### config.mk
export PLATFORM = sky130hd
export DESIGN_NAME = disc_spi_regif
export DESIGN_NICKNAME = d
export VERILOG_FILES = /design/src/rtl/dspi_pkg.sv /design/src/rtl/dspi_sync.sv /design/src/rtl/dspi_frame.sv /design/src/rtl/dspi_regs.sv /design/src/rtl/disc_spi_regif.sv
export SDC_FILE = /design/constraint.sdc
export NUM_CORES = 1
export LEC_CHECK = 0
export ABC_AREA = 1
export BUFFER_PORTS_ARGS = -buffer_cell sky130_fd_sc_hd__clkbuf_2
export CAP_MARGIN = 20
export CORE_MARGIN = 5
export CORE_UTILIZATION = 30
export DETAILED_ROUTE_END_ITERATION = 16
export HOLD_SLACK_MARGIN = 0.02
export PLACE_DENSITY = 0.58
export SYNTH_ARGS = -nofsm -noshare
export SYNTH_HDL_FRONTEND = slang
export SYNTH_SLANG_ARGS = --single-unit
### constraint.sdc
create_clock -name clk -period 2.4 [get_ports clk]
set_input_delay 0.12 -clock clk [delete_from_list [all_inputs] [get_ports clk]]
set_output_delay 0.12 -clock clk [all_outputs]
set_load 0.05 [all_outputs]
### src/rtl/dspi_pkg.sv
package dspi_pkg;

    localparam int ADDR_W = 7;
    localparam int IDX_W  = 2;

    localparam logic [ADDR_W-1:0] A_CTRL    = 7'h02;
    localparam logic [ADDR_W-1:0] A_SENSE   = 7'h04;
    localparam logic [ADDR_W-1:0] A_LANE0   = 7'h10;
    localparam logic [ADDR_W-1:0] A_THR_GND = 7'h3A;
    localparam logic [ADDR_W-1:0] A_THR_SUP = 7'h3C;
    localparam logic [ADDR_W-1:0] A_WORD    = 7'h78;

    localparam int CTRL_TEST_BIT = 0;
    localparam int CTRL_SRST_BIT = 1;

    typedef struct packed {
        logic              rd;
        logic [ADDR_W-1:0] addr;
    } cmd_t;

    typedef struct packed {
        logic             valid;
        logic [IDX_W-1:0] idx;
        logic [7:0]       data;
    } byte_evt_t;

    function automatic cmd_t decode_cmd(input logic [7:0] b);
        cmd_t c;
        c.rd   = b[7];
        c.addr = b[ADDR_W-1:0];
        return c;
    endfunction

    function automatic logic is_thr_addr(input logic [ADDR_W-1:0] a);
        return (a == A_THR_GND) || (a == A_THR_SUP);
    endfunction

    function automatic logic [ADDR_W-1:0] lane_addr(input int lane);
        return ADDR_W'(int'(A_LANE0) + 2 * lane);
    endfunction

endpackage

### src/rtl/dspi_sync.sv
module dspi_sync #(
    parameter int                 WIDTH   = 3,
    parameter int                 STAGES  = 2,
    parameter logic [WIDTH-1:0]   RST_VAL = '0
) (
    input  logic             clk,
    input  logic             rst,
    input  logic [WIDTH-1:0] d,
    output logic [WIDTH-1:0] q
);
    logic [WIDTH-1:0] stage [STAGES];

    for (genvar s = 0; s < STAGES; s++) begin : g_stage
        if (s == 0) begin : g_first
            always_ff @(posedge clk) begin
                if (rst) stage[s] <= RST_VAL;
                else     stage[s] <= d;
            end
        end else begin : g_next
            always_ff @(posedge clk) begin
                if (rst) stage[s] <= RST_VAL;
                else     stage[s] <= stage[s-1];
            end
        end
    end

    assign q = stage[STAGES-1];
endmodule

### src/rtl/dspi_frame.sv
module dspi_frame
    import dspi_pkg::*;
#(
    parameter int TXW = 32
) (
    input  logic           clk,
    input  logic           rst,
    input  logic           sclk_s,
    input  logic           cs_n_s,
    input  logic           mosi_s,
    input  logic           load,
    input  logic [TXW-1:0] load_word,
    output byte_evt_t      evt,
    output logic           cs_act,
    output logic           miso
);
    logic             sclk_q;
    logic             rise;
    logic             fall;
    logic [2:0]       bit_cnt;
    logic [6:0]       rx_sh;
    logic [IDX_W-1:0] byte_idx;
    logic [TXW-1:0]   tx_sh;
    logic             skip_fall;

    assign cs_act = ~cs_n_s;
    assign rise   = cs_act & sclk_s & ~sclk_q;
    assign fall   = cs_act & ~sclk_s & sclk_q;

    always_ff @(posedge clk) begin
        if (rst) sclk_q <= 1'b0;
        else     sclk_q <= sclk_s;
    end

    always_ff @(posedge clk) begin
        if (rst || !cs_act) begin
            bit_cnt   <= '0;
            rx_sh     <= '0;
            byte_idx  <= '0;
            tx_sh     <= '0;
            skip_fall <= 1'b0;
            evt       <= '0;
        end else begin
            evt.valid <= 1'b0;
            if (rise) begin
                rx_sh   <= {rx_sh[5:0], mosi_s};
                bit_cnt <= bit_cnt + 3'd1;
                if (bit_cnt == 3'd7) begin
                    evt.valid <= 1'b1;
                    evt.idx   <= byte_idx;
                    evt.data  <= {rx_sh, mosi_s};
                    if (byte_idx != '1) byte_idx <= byte_idx + 1'b1;
                end
            end
            if (load) begin
                tx_sh     <= load_word;
                skip_fall <= 1'b1;
            end else if (fall) begin
                if (skip_fall) skip_fall <= 1'b0;
                else           tx_sh     <= {tx_sh[TXW-2:0], 1'b0};
            end
        end
    end

    assign miso = cs_act & tx_sh[TXW-1];
endmodule

### src/rtl/dspi_regs.sv
module dspi_regs
    import dspi_pkg::*;
#(
    parameter int          CHANNELS = 32,
    parameter logic [15:0] THR_RST  = 16'h0206,
    localparam int         NBANK    = CHANNELS / 8,
    localparam int         TXW      = CHANNELS
) (
    input  logic                clk,
    input  logic                rst,
    input  byte_evt_t           evt,
    input  logic [CHANNELS-1:0] chan,
    output logic                load,
    output logic [TXW-1:0]      load_word,
    output logic                test_mode,
    output logic                srst,
    output logic [NBANK-1:0]    bank_sense,
    output logic [15:0]         thr_gnd,
    output logic [15:0]         thr_sup,
    output logic                locked,
    output logic                odd_hit
);
    cmd_t       cmd_now;
    cmd_t       cmd_q;
    logic [7:0] hi_q;
    logic       wr_b1;
    logic       wr_b2;
    logic       ctrl_wr;
    logic       sense_wr;
    logic       thr_wr;

    logic [NBANK-1:0] lane_hit;
    logic [7:0]       lane_byte;

    assign cmd_now = decode_cmd(evt.data);
    assign load    = evt.valid && (evt.idx == '0) && cmd_now.rd;

    for (genvar j = 0; j < NBANK; j++) begin : g_lane
        assign lane_hit[j] = (cmd_now.addr == lane_addr(j));
    end

    always_comb begin
        lane_byte = '0;
        for (int j = 0; j < NBANK; j++) begin
            if (lane_hit[j]) lane_byte = lane_byte | chan[8*j +: 8];
        end
    end

    always_comb begin
        load_word = '0;
        if (!locked) begin
            if (cmd_now.addr == A_WORD) begin
                load_word = chan;
            end else if (cmd_now.addr == A_CTRL) begin
                load_word[TXW-1 -: 8] = {6'b0, srst, test_mode};
            end else if (cmd_now.addr == A_SENSE) begin
                load_word[TXW-1 -: 8] = 8'(bank_sense);
            end else if (cmd_now.addr == A_THR_GND) begin
                load_word[TXW-1 -: 16] = thr_gnd;
            end else if (cmd_now.addr == A_THR_SUP) begin
                load_word[TXW-1 -: 16] = thr_sup;
            end else if (|lane_hit) begin
                load_word[TXW-1 -: 8] = lane_byte;
            end
        end
    end

    assign wr_b1    = evt.valid && (evt.idx == IDX_W'(1)) && !cmd_q.rd;
    assign wr_b2    = evt.valid && (evt.idx == IDX_W'(2)) && !cmd_q.rd;
    assign ctrl_wr  = wr_b1 && (cmd_q.addr == A_CTRL) &&
                      (!locked || evt.data[CTRL_SRST_BIT]);
    assign sense_wr = wr_b1 && (cmd_q.addr == A_SENSE) && !locked && !srst;
    assign thr_wr   = wr_b2 && is_thr_addr(cmd_q.addr) && !locked && !srst;
    assign odd_hit  = thr_wr && hi_q[0];

    always_ff @(posedge clk) begin
        if (rst) begin
            cmd_q      <= '0;
            hi_q       <= '0;
            test_mode  <= 1'b0;
            srst       <= 1'b0;
            bank_sense <= '0;
            thr_gnd    <= THR_RST;
            thr_sup    <= THR_RST;
            locked     <= 1'b0;
        end else begin
            if (evt.valid && evt.idx == '0) cmd_q <= cmd_now;
            if (evt.valid && evt.idx == IDX_W'(1)) hi_q <= evt.data;

            if (ctrl_wr) begin
                test_mode <= evt.data[CTRL_TEST_BIT];
                srst      <= evt.data[CTRL_SRST_BIT];
                if (evt.data[CTRL_SRST_BIT]) begin
                    bank_sense <= '0;
                    thr_gnd    <= THR_RST;
                    thr_sup    <= THR_RST;
                    locked     <= 1'b0;
                end
            end

            if (sense_wr) bank_sense <= evt.data[NBANK-1:0];

            if (thr_wr) begin
                if (hi_q[0])                      locked  <= 1'b1;
                else if (cmd_q.addr == A_THR_GND) thr_gnd <= {hi_q, evt.data};
                else                              thr_sup <= {hi_q, evt.data};
            end
        end
    end
endmodule

### src/rtl/disc_spi_regif.sv
module disc_spi_regif
    import dspi_pkg::*;
#(
    parameter int          CHANNELS    = 32,
    parameter int          SYNC_STAGES = 2,
    parameter logic [15:0] THR_RST     = 16'h0206,
    localparam int         NBANK       = CHANNELS / 8
) (
    input  logic                clk,
    input  logic                rst,
    input  logic                spi_sclk,
    input  logic                spi_cs_n,
    input  logic                spi_mosi,
    output logic                spi_miso,
    input  logic [CHANNELS-1:0] chan_state,
    output logic                test_mode,
    output logic [NBANK-1:0]    bank_sense,
    output logic [15:0]         thr_gnd,
    output logic [15:0]         thr_sup,
    output logic                locked
);
    logic [2:0]          pins_s;
    byte_evt_t           evt;
    logic                cs_act;
    logic                load;
    logic [CHANNELS-1:0] load_word;
    logic                srst;
    logic                odd_hit;

    dspi_sync #(
        .WIDTH   (3),
        .STAGES  (SYNC_STAGES),
        .RST_VAL (3'b010)
    ) u_sync (
        .clk (clk),
        .rst (rst),
        .d   ({spi_sclk, spi_cs_n, spi_mosi}),
        .q   (pins_s)
    );

    dspi_frame #(
        .TXW (CHANNELS)
    ) u_frame (
        .clk       (clk),
        .rst       (rst),
        .sclk_s    (pins_s[2]),
        .cs_n_s    (pins_s[1]),
        .mosi_s    (pins_s[0]),
        .load      (load),
        .load_word (load_word),
        .evt       (evt),
        .cs_act    (cs_act),
        .miso      (spi_miso)
    );

    dspi_regs #(
        .CHANNELS (CHANNELS),
        .THR_RST  (THR_RST)
    ) u_regs (
        .clk        (clk),
        .rst        (rst),
        .evt        (evt),
        .chan       (chan_state),
        .load       (load),
        .load_word  (load_word),
        .test_mode  (test_mode),
        .srst       (srst),
        .bank_sense (bank_sense),
        .thr_gnd    (thr_gnd),
        .thr_sup    (thr_sup),
        .locked     (locked),
        .odd_hit    (odd_hit)
    );
endmodule

# == Word level (Yosys, flattened, before mapping) ==
# Memory sizes are Yosys's and may differ from the RTL's.
# Cells that the tools add are included.
# word_totals
regBits,112
mem_bits_rw,6
in_bits,37
output_inout_bits,39
memories,1
# mem_list
name,words,word_bits,rd,rd_ports_with_merged_regs,wr,line_no,text
u_sync.stage,2,3,2,0,2,dspi_sync.sv:11,logic [WIDTH-1:0] stage [STAGES];
# classes
addsub,2
n_eq_ne,18
mux,43
bitwise_logic,14
reduce_logical,30
# ops
op,n
16-bit two-way mux,13
32-bit two-way mux,4
8-bit two-way mux,11
"7-bit by 5-bit equality test with 1-bit output, second input constant",4
"7-bit by 6-bit equality test with 1-bit output, second input constant",4
8-bit bitwise OR,3
"7-bit by 2-bit equality test with 1-bit output, second input constant",2
"7-bit by 3-bit equality test with 1-bit output, second input constant",2
1-bit logical AND,14
4-bit two-way mux,3
11-bit two-way mux,1
1-bit two-way mux,9
"7-bit equality test, second input constant",1
3-bit two-way mux,2
2-bit AND reduction,3
2-bit nonzero test,3
1-bit AND,5
"2-bit != test, second input constant",2
1-bit inverter,4
4-bit OR reduction,1
"3-bit by 1-bit adder with 3-bit output, second input constant",1
"3-bit equality test, second input constant",1
1-bit zero test,3
1-bit logical OR,3
7 further kinds,8

# == Logic depth before layout (Yosys ltp) ==
# Gate-level depths: netlist of run 1.
# logic_depth
depth_word,16
ltp_mapped,13
mapped_depth_nobuf,13

# == Modules after synthesis ==
# Synthesis of run 1 repeated with hierarchy kept, for this count alone.
# unflattened
hier_cells,885
area_unflattened_um2,6048.3
# by_module_without_submodules
mod,instances,cells_per_inst,area_each_um2
dspi_regs,1,504,3296.9
dspi_frame,1,362,2582.5
dspi_sync,1,19,168.9

# == Least setup slack after synthesis of run 1 ==
# No wires, ideal clock.
# synth_timing
path_kind,register -> register
from,register u_regs.locked
to,register u_regs.thr_gnd[13]
setup_time_ps,70
arrival_time_ps,1689
slack_ps,640
stages_incl_launch_ff,8
period_less_slack_ps,1760
cell_sequence,dfxtp_1 -> inv_2 -> o21ai_0 -> nor3_1 -> nand4_1 -> clkbuf_1 -> nand3_1 -> a21oi_1
# synth_via
elab_chain_len,7
# synth_lines
element,line_no,text
"start, declared",dspi_regs.sv:20,"output logic locked,"
"start signal, assigned",dspi_regs.sv:85,locked <= 1'b0;
"start signal, assigned",dspi_regs.sv:97,locked <= 1'b0;
"start signal, assigned",dspi_regs.sv:104,if (hi_q[0]) locked <= 1'b1;
1-bit zero test (*),n/a,
1-bit logical OR,dspi_regs.sv:71,(!locked || evt.data[CTRL_SRST_BIT]);
1-bit logical AND,dspi_regs.sv:70,assign ctrl_wr = wr_b1 && (cmd_q.addr == A_CTRL) &&
16-bit two-way mux,dspi_regs.sv:90,if (ctrl_wr) begin
16-bit two-way mux,dspi_regs.sv:105,"else if (cmd_q.addr == A_THR_GND) thr_gnd <= {hi_q, evt.data};"
16-bit two-way mux,dspi_regs.sv:104,
16-bit two-way mux (*),dspi_regs.sv:103,if (thr_wr) begin
"end signal, assigned",dspi_regs.sv:105,
"end, declared",dspi_regs.sv:18,"output logic [15:0] thr_gnd,"
# Mark *: on every way between the ends. The rest lies on a longest branch, timed or not.
# A chain may end at the register's enable or synchronous reset.

# == Worst setup path after layout of run 1 ==
# layout_timing
from,"register, netlist name u_frame.evt[1]"
to,register u_frame.tx_sh[25]
# layout_via
elab_chain_len,16
# layout_lines
element,line_no,text
7-bit by 5-bit equality test with 1-bit output,dspi_regs.sv:39,assign lane_hit[j] = (cmd_now.addr == lane_addr(j));
8-bit two-way mux,dspi_regs.sv:45,if (lane_hit[j]) lane_byte = lane_byte | chan[8*j +: 8];
8-bit bitwise OR,dspi_regs.sv:45,
8-bit two-way mux,dspi_regs.sv:45,
8-bit bitwise OR,dspi_regs.sv:45,
8-bit two-way mux,dspi_regs.sv:45,
8-bit bitwise OR,dspi_regs.sv:45,
8-bit two-way mux,dspi_regs.sv:45,
8-bit two-way mux,dspi_regs.sv:62,end else if (|lane_hit) begin
8-bit two-way mux,dspi_regs.sv:60,end else if (cmd_now.addr == A_THR_SUP) begin
16-bit two-way mux,dspi_regs.sv:58,end else if (cmd_now.addr == A_THR_GND) begin
8-bit two-way mux,dspi_regs.sv:56,end else if (cmd_now.addr == A_SENSE) begin
8-bit two-way mux,dspi_regs.sv:54,end else if (cmd_now.addr == A_CTRL) begin
16-bit two-way mux (*),dspi_regs.sv:52,if (cmd_now.addr == A_WORD) begin
32-bit two-way mux (*),dspi_regs.sv:51,if (!locked) begin
32-bit two-way mux (*),dspi_frame.sv:55,if (load) begin
"end signal, assigned",dspi_frame.sv:56,tx_sh <= load_word;
"end signal, assigned",dspi_frame.sv:60,"else tx_sh <= {tx_sh[TXW-2:0], 1'b0};"
"end, declared",dspi_frame.sv:23,logic [TXW-1:0] tx_sh;
# Marks and branches as above.

==> impl_metrics.csv, run 1 <==
group,metric,value,unit
outcome,status,"finished clean",
final_layout,syn2layout_area_growth,30.22,%
routing,drt-total-wl,16990,µm
cts,htreeDepth,4,
timing,fmax,507.6,MHz
setup_path,slowest_stage,"dfxtp_1",
timing,drv_slew,0,
setup_path,crit_buf_inv,2,
timing,timing.slew.headroom,64.46,%
timing,finalClockSkew,0.008126,ns
synth,ys_seq_elements,118,
floorplanning,die-area,0.02018,mm²
synth,synth_top_area_cell,"dfxtp_1",
synth,synth_top_area_share,45.15,%
timing,grt_setup_unrepaired,"false",
global_routing,grt_max_degree,32,
global_routing,grt_pass1_wl,26790,µm
cts,clk_pin_slew,0.05,ns
cts,insertion_delay,0.42,ns
setup_path,arrival,2.32,ns
min_path,hold_path.class,"input port to flop",
setup_path,cp_max_fo,12,
setup_path,critPathKind,"flop to flop",
cts,cts_inserted_buffers,17,
final_layout,drive_above_1_share,17.27,%
final_layout,final_cells,1082,
routing,drc_errors,0,
global_routing,overflow,0,
setup_path,required,2.75,ns
timing,fin_ws,0.4299,ns
global_routing,grt_pass1_vias,5077,
cts,numClockSinks,118,
synth,avgSynthCellArea,7.071,µm²
placed_design,post-place-ws,0.4540,ns
timing,finalSetupTns,0,ns
placed_design,place.gp.congestion,0.8600,
timing,holdWs,0.03877,ns
pwr,leakage,2.888,nW
routing,vias,5381,
floorplanning,pin_count,76,
setup_path,cp-end-kind,"flop",
routing,avgRoutedWirePerCell,15.70,µm
routing,first_iter_violations,385,
global_routing,grt_use_total,16.80,%
setup_path,reg2reg_slack,0.43,ns
cts,cts_tree,"yes",
setup_path,max_stage_delay,0.56,ns
floorplanning,start_util,30.46,%
synth,syn_nets,780,
global_routing,antenna_found_initial,0,
cts,cts-root-buf,"clkbuf_16",
pwr,p_per_area,710.1,mW/mm²
floorplanning,die_width,142.1,µm
cts,post_cts_buffers,0,
floorplanning,rows,48,
final_layout,diodes,0,
timing,tightest_slew,0.5283,ns
final_layout,postLayoutCoreUtil,39.67,%
cts,clockBufferDepth,2,
timing,fin_crit_sh,82.09,%
synth,syn_area,0.005233,mm²
placed_design,dpl.hpwl,12240,µm
floorplanning,die_h,142.1,µm
setup_path,startpoint_type,"flop",
setup_path,path_cells,"nand2_1, nor3_1, nand2_1, inv_2, nand2_1, nand2_1, inv_1, nand2_1, nand2_1, nand2_1, nand2_1, a21oi_1",
timing,setup_viol,0,
synth,seq_area_frac_synth,45.15,%
setup_path,cpMostUsedCell,"nand2_1",
floorplanning,core,0.01718,mm²
final_layout,nNetsFinal,885,
flow_run,max-cap-violations,0,
synth,yosys_warnings,0,
synth,netlist_instances,740,
pwr,peakVddDrop,0.0004896,V
synth,synth_area_leaders,"dfxtp_1 (45%), nand2_1 (12%), o21ai_0 (10%), a21oi_1 (6.0%), nor2_1 (5.2%)",
placed_design,dp.cells,1020,
routing,first_pass_iters,5,
timing,finalHoldViolCount,0,
routing,ant_nets,0,
timing,min_period,1.970,ns
setup_path,path_delay_family,"simple AND/OR/NAND/NOR gates",
placed_design,portBuffers,75,
synth,synth_cell_type_count,33,
routing,avgViaCountPerCell,4.973,
## Yosys cell counts
| cell | number |
|---|---|
| nor2_4 | 1 |
| nand3b_1 | 1 |
| nand4_2 | 2 |
| or2_0 | 1 |
| nor2_1 | 73 |
| dfxtp_1 | 118 |
| nand3_2 | 3 |
| clkbuf_1 | 25 |
| nand2_1 | 171 |
| nor3_2 | 2 |
| buf_4 | 3 |
| o21ai_1 | 9 |
| inv_2 | 11 |
| or3_1 | 1 |
| or2_2 | 2 |
| o21bai_1 | 1 |
| ha_1 | 3 |
| o21ai_0 | 108 |
| nor2_2 | 3 |
| inv_1 | 45 |
| o211a_1 | 1 |
| nand4_1 | 8 |
| nand2_2 | 3 |
| buf_2 | 7 |
| o22ai_1 | 17 |
| nand3_1 | 32 |
| a22o_1 | 4 |
| a21oi_1 | 63 |
| clkinv_1 | 1 |
| nor3_1 | 6 |
| nor4_1 | 1 |
| a31oi_1 | 13 |
| a211oi_1 | 1 |
## final timing paths
| kind | from | endpoint | cells after the start |
|---|---|---|---|
| worst min register to register | u_sync.stage[0][0]$_SDFF_PP0_ | u_sync.stage[1][0]$_SDFF_PP0_ | 2 |
| worst min-delay path | chan_state[26] | u_frame.tx_sh[26]$_SDFFE_PP0P_ | 5 |
| worst max-delay path | u_frame.evt[1]$_SDFFE_PP0P_ | u_frame.tx_sh[25]$_SDFFE_PP0P_ | 12 |
| worst max register to register | u_frame.evt[1]$_SDFFE_PP0P_ | u_frame.tx_sh[25]$_SDFFE_PP0P_ | 12 |
## power breakdown
group | internal [W] | leakage (nW) | switching (W) | total (W)
clock | 0.00183 | 0.312 | 0.000896 | 0.00273
combinational | 0.0000693 | 1.62 | 0.0000716 | 0.000141
sequential | 0.00197 | 0.952 | 0.00000318 | 0.00197
## sequential cells by signal, summed over array words and instances (netlist names), 2 cells and up
name	count
u_regs.cmd_q	8
u_frame.byte_idx	2
u_frame.tx_sh	32
u_frame.evt	11
u_sync.stage	6
u_regs.bank_sense	4
u_regs.thr_gnd	16
u_regs.hi_q	8
u_frame.rx_sh	7
u_frame.bit_cnt	3
u_regs.thr_sup	16
## cells by family after synthesis
logic type,after synthesis,synth area share (%)
and+or+nand+nor,310,25.20
AOI/OAI and AO/OA,217,21.95
DFF,118,45.15
buffers and inverters,92,6.982
adders and majority gates,3,0.7174
## area by class of cell
cell class | instances | area [µm²]
repair buffers | 121 | 810.8
fillers | 1790 | 10360
flip-flops and latches | 118 | 2362
clock inverters | 9 | 147.6
well taps | 225 | 281.5
clock buffers | 22 | 484.2
inverters | 57 | 214.0
multi-input cells | 530 | 2514
## metal layers
metal	track usage, %	share of wire, %	vias to the layer above
met5	0	0	-
met4	7.475	3.1	0
met3	4.368	6.0	32
met2	26.11	46	168
met1	21.97	45	2483
li1	-	-	2698
## placed cells by master, fill, tap and decap left out, types with 2 or more instances in the layout
| master | netlist | final |
|---|---|---|
| inv_2 | 11 | 11 |
| nor2_1 | 73 | 72 |
| nand3_1 | 32 | 32 |
| clkbuf_2 | 0 | 75 |
| bufinv_16 | 0 | 4 |
| clkbuf_8 | 0 | 4 |
| nand2_2 | 3 | 3 |
| a22o_1 | 4 | 4 |
| dfxtp_1 | 118 | 118 |
| inv_1 | 45 | 45 |
| nand3_2 | 3 | 3 |
| ha_1 | 3 | 3 |
| nand4_1 | 8 | 8 |
| buf_4 | 3 | 14 |
| nor3_1 | 6 | 6 |
| nor2_2 | 3 | 4 |
| o21ai_1 | 9 | 9 |
| a31oi_1 | 13 | 13 |
| clkinv_2 | 0 | 4 |
| nand4_2 | 2 | 2 |
| dlygate4sd3_1 | 0 | 31 |
| or2_2 | 2 | 2 |
| o21ai_0 | 108 | 108 |
| a21oi_1 | 63 | 63 |
| nand2_1 | 171 | 171 |
| o22ai_1 | 17 | 17 |
| clkbuf_16 | 0 | 17 |
## worst reg2reg max path: cells and delay by family, from the launching register on
family          cells  cell delay (ns)
compound gates      1             0.10
flops               1             0.56
simple gates        9             0.90
buf+inv             2             0.32
## stage by stage
stage	cell area, µm²	total power [W]
6_report	6814	0.004839
5_1_grt	6814	0.004960
4_1_cts	6814	0.004877
3_5_place_dp	5872	0.002111
3_3_place_gp	5872	0.002112
2_1_floorplan	5233	0.002049
## what timing repair did
action	4_1_cts	5_1_grt
hold buffers	31	0
setup endpoints to repair	0	0
gates resized for setup	0	0
hold endpoints to repair	31	0
(Power assumes the default switching activity.)
==> inputs of run 2 (changes only) <==
--- a/config.mk
+++ b/config.mk
@@ -5,7 +5,7 @@
 export SDC_FILE = /design/constraint.sdc
 export NUM_CORES = 1
 export LEC_CHECK = 0
-export ABC_AREA = 1
+export ABC_AREA = 0
 export BUFFER_PORTS_ARGS = -buffer_cell sky130_fd_sc_hd__clkbuf_2
 export CAP_MARGIN = 20
 export CORE_MARGIN = 5
==> constraint.sdc (replaced) <==
create_clock -name clk -period 2.06 [get_ports clk]
set_input_delay 0.103 -clock clk [delete_from_list [all_inputs] [get_ports clk]]
set_output_delay 0.103 -clock clk [all_outputs]
set_load 0.05 [all_outputs]
==> impl_metrics.csv, run 2 <==
group,metric,value,unit
outcome,status,"complete, but fails checks",
outcome,violations,"setup timing",
global_routing,antenna_found_initial,0,
timing,drv_slew,0,
routing,vias,5108,
setup_path,cp-end-kind,"flop",
timing,grt_setup_unrepaired,"true",
synth,synthTopCellsByCount,"dfxtp_1 (118), nand2_1 (76), o21ai_0 (63)",
cts,clockBufferDepth,2,
final_layout,top_regs,"u_frame.tx_sh: 32 flops, u_regs.thr_gnd: 16 flops, u_regs.thr_sup: 16 flops",
final_layout,final_cells,982,
routing,drc_errors,0,
setup_path,cp_max_fo,5,
synth,synth_cell_type_count,61,
final_layout,nNetsFinal,784,
setup_path,startpoint,"u_regs.locked$_SDFF_PP0_",
timing,holdWs,0.06626,ns
routing,drt-total-wl,17780,µm
routing,first_pass_iters,5,
routing,ant_nets,0,
cts,insertion_delay,0.42,ns
setup_path,reg2reg_slack,-0.02,ns
routing,avgViaCountPerCell,5.202,
pwr,leakage,2.898,nW
flow_run,max-cap-violations,0,
synth,avgSynthCellArea,8.752,µm²
timing,fin_ws,-0.01706,ns
timing,fin_crit_sh,100.8,%
floorplanning,core,0.01736,mm²
floorplanning,die-area,0.02056,mm²
timing,min_period,2.077,ns
global_routing,grt_max_degree,36,
cts,clk_pin_slew,0.06,ns
setup_path,startpoint_type,"flop",
routing,first_iter_violations,394,
global_routing,overflow,0,
final_layout,diodes,0,
cts,cts-root-buf,"clkbuf_16",
timing,fmax,481.4,MHz
floorplanning,pin_count,76,
placed_design,post-place-ws,-0.05168,ns
floorplanning,die_width,143.4,µm
global_routing,grt_use_total,17.40,%
final_layout,layout_common_cells,"dfxtp_1 (116), nand2_1 (76), clkbuf_2 (75), o21ai_0 (61), buf_4 (55)",
synth,synth_edf_count,0,
synth,synthArstFlopShare,0,%
synth,syn_nets,650,
timing,timing.slew.headroom,68.00,%
synth,ys_seq_elements,118,
setup_path,r2r-start,"u_regs.locked$_SDFF_PP0_",
min_path,hp-start,"chan_state[30]",
final_layout,final_common_cell,"dfxtp_1",
placed_design,place.gp.congestion,0.8575,
placed_design,portBuffers,75,
global_routing,grt_pass1_vias,4903,
timing,setup_viol,1,
synth,synth_area_leaders,"dfxtp_1 (44%), o21ai_0 (5.9%), nand2_1 (5.3%), a22o_1 (5.2%), mux2i_1 (4.3%)",
min_path,hold_path.class,"input port to flop",
synth,synthFlopType,"dfxtp_1",
global_routing,grt_pass1_wl,27580,µm
synth,seq_area_frac_synth,44.25,%
cts,cts_inserted_buffers,17,
cts,numClockSinks,118,
timing,finalSetupTns,-0.01706,ns
synth,syn_area,0.005339,mm²
floorplanning,start_util,30.76,%
pwr,p_per_area,755.0,mW/mm²
synth,netlist_instances,610,
final_layout,syn2layout_area_growth,35.72,%
setup_path,arrival,2.38,ns
routing,avgRoutedWirePerCell,18.11,µm
cts,htreeDepth,4,
pwr,peakVddDrop,0.0005402,V
timing,tightest_slew,0.4789,ns
placed_design,dpl.hpwl,12940,µm
synth,yosysMostFrequentCell,"dfxtp_1",
placed_design,dp.cells,917,
final_layout,largest_reg_flops,32,
setup_path,critPathKind,"flop to flop",
setup_path,required,2.37,ns
cts,cts_tree,"yes",
floorplanning,die_h,143.4,µm
timing,finalClockSkew,0.01109,ns
final_layout,drive_above_1_share,28.14,%
timing,finalHoldViolCount,0,
synth,synth_top_area_cell,"dfxtp_1",
final_layout,largest_register,"u_frame.tx_sh",
floorplanning,rows,48,
synth,yosys_warnings,0,
synth,synth_top_area_share,44.25,%
[run 2: cell count changes in the layout (fill, tap and decap cells not counted), moves of 9 or more]
cell     delta
o21ai_0    -47
a21oi_1    -22
o22ai_1    -14
nand3_1    -23
buf_4      +41
mux2i_1    +23
inv_1      -38
a22o_1     +28
inv_2      -11
nand2_1    -95
nor2b_1     +9
nor2_1     -29
[run 2: cells by family after synthesis]
| family | count (synthesis) | share of synthesized area, % |
|---|---|---|
| fa+ha+maj | 3 | 0.7031 |
| buf+inv | 55 | 4.546 |
| flops | 118 | 44.25 |
| mux | 28 | 5.999 |
| compound gates | 193 | 23.44 |
| simple gates | 210 | 20.58 |
| xor+xnor | 3 | 0.4922 |
[run 2: area by class of cell]
class / count / area [µm²]
fill: 1743 / 10110
clock buffer: 17 / 425.4
clock inverter: 15 / 167.7
tap: 225 / 281.5
timing repair buffer: 162 / 1129
multi-input combinational: 438 / 2849
inverter: 7 / 26.28
sequential: 118 / 2367
[run 2: power by group]
group	switching (W)	internal [W]	leakage [nW]
combinational	0.0000891	0.0000885	1.66
sequential	0.00000428	0.00229	0.953
clock	0.00120	0.00181	0.286
[run 2: what timing repair did]
action                                  in CTS  in global routing
hold buffers                                30                  0
endpoints found under the hold margin       30                  0
gates cloned                                 0                  1
buffers inserted                             0                  2
endpoints found under the setup margin      27                 42
pin swaps                                    0                 10
resized for setup                            2                 17
[run 2: critical path, cell delays in order, from the launching register on]
cell     delay, ns
dfxtp_4       0.35
or4b_4        0.56
nor4_4        0.24
or3b_4        0.48
a221o_1       0.33
[run 2: final timing paths]
kind                                                  endpoint  depth (start not counted)
worst max-delay path              u_regs.thr_sup[1]$_SDFF_PP1_                          4
worst min-delay path            u_frame.tx_sh[30]$_SDFFE_PP0P_                          3
worst max register to register    u_regs.thr_sup[1]$_SDFF_PP1_                          4
worst min register to register   u_sync.stage[1][1]$_SDFF_PP1_                          1
[run 2: per-stage QoR]
step                power [W]  util, %  instance area [µm²]
global placement     0.002472    36.07                 6260
finish               0.005470    41.75                 7246
global route         0.005632    41.75                 7246
floorplan            0.002397        -                 5351
detailed placement   0.002470    36.07                 6260
CTS                  0.005509    41.23                 7157
[run 2: routing by layer]
layer  up-vias  wire length (µm)  GRT usage [%]  share of wire, %
li1       2496                 -              -                 -
met1      2436              8664          25.05                49
met2       154              7758          25.79                44
met3        22              1137          3.993               6.4
met4         0               221          5.600               1.2
met5         -                 0              0                 0
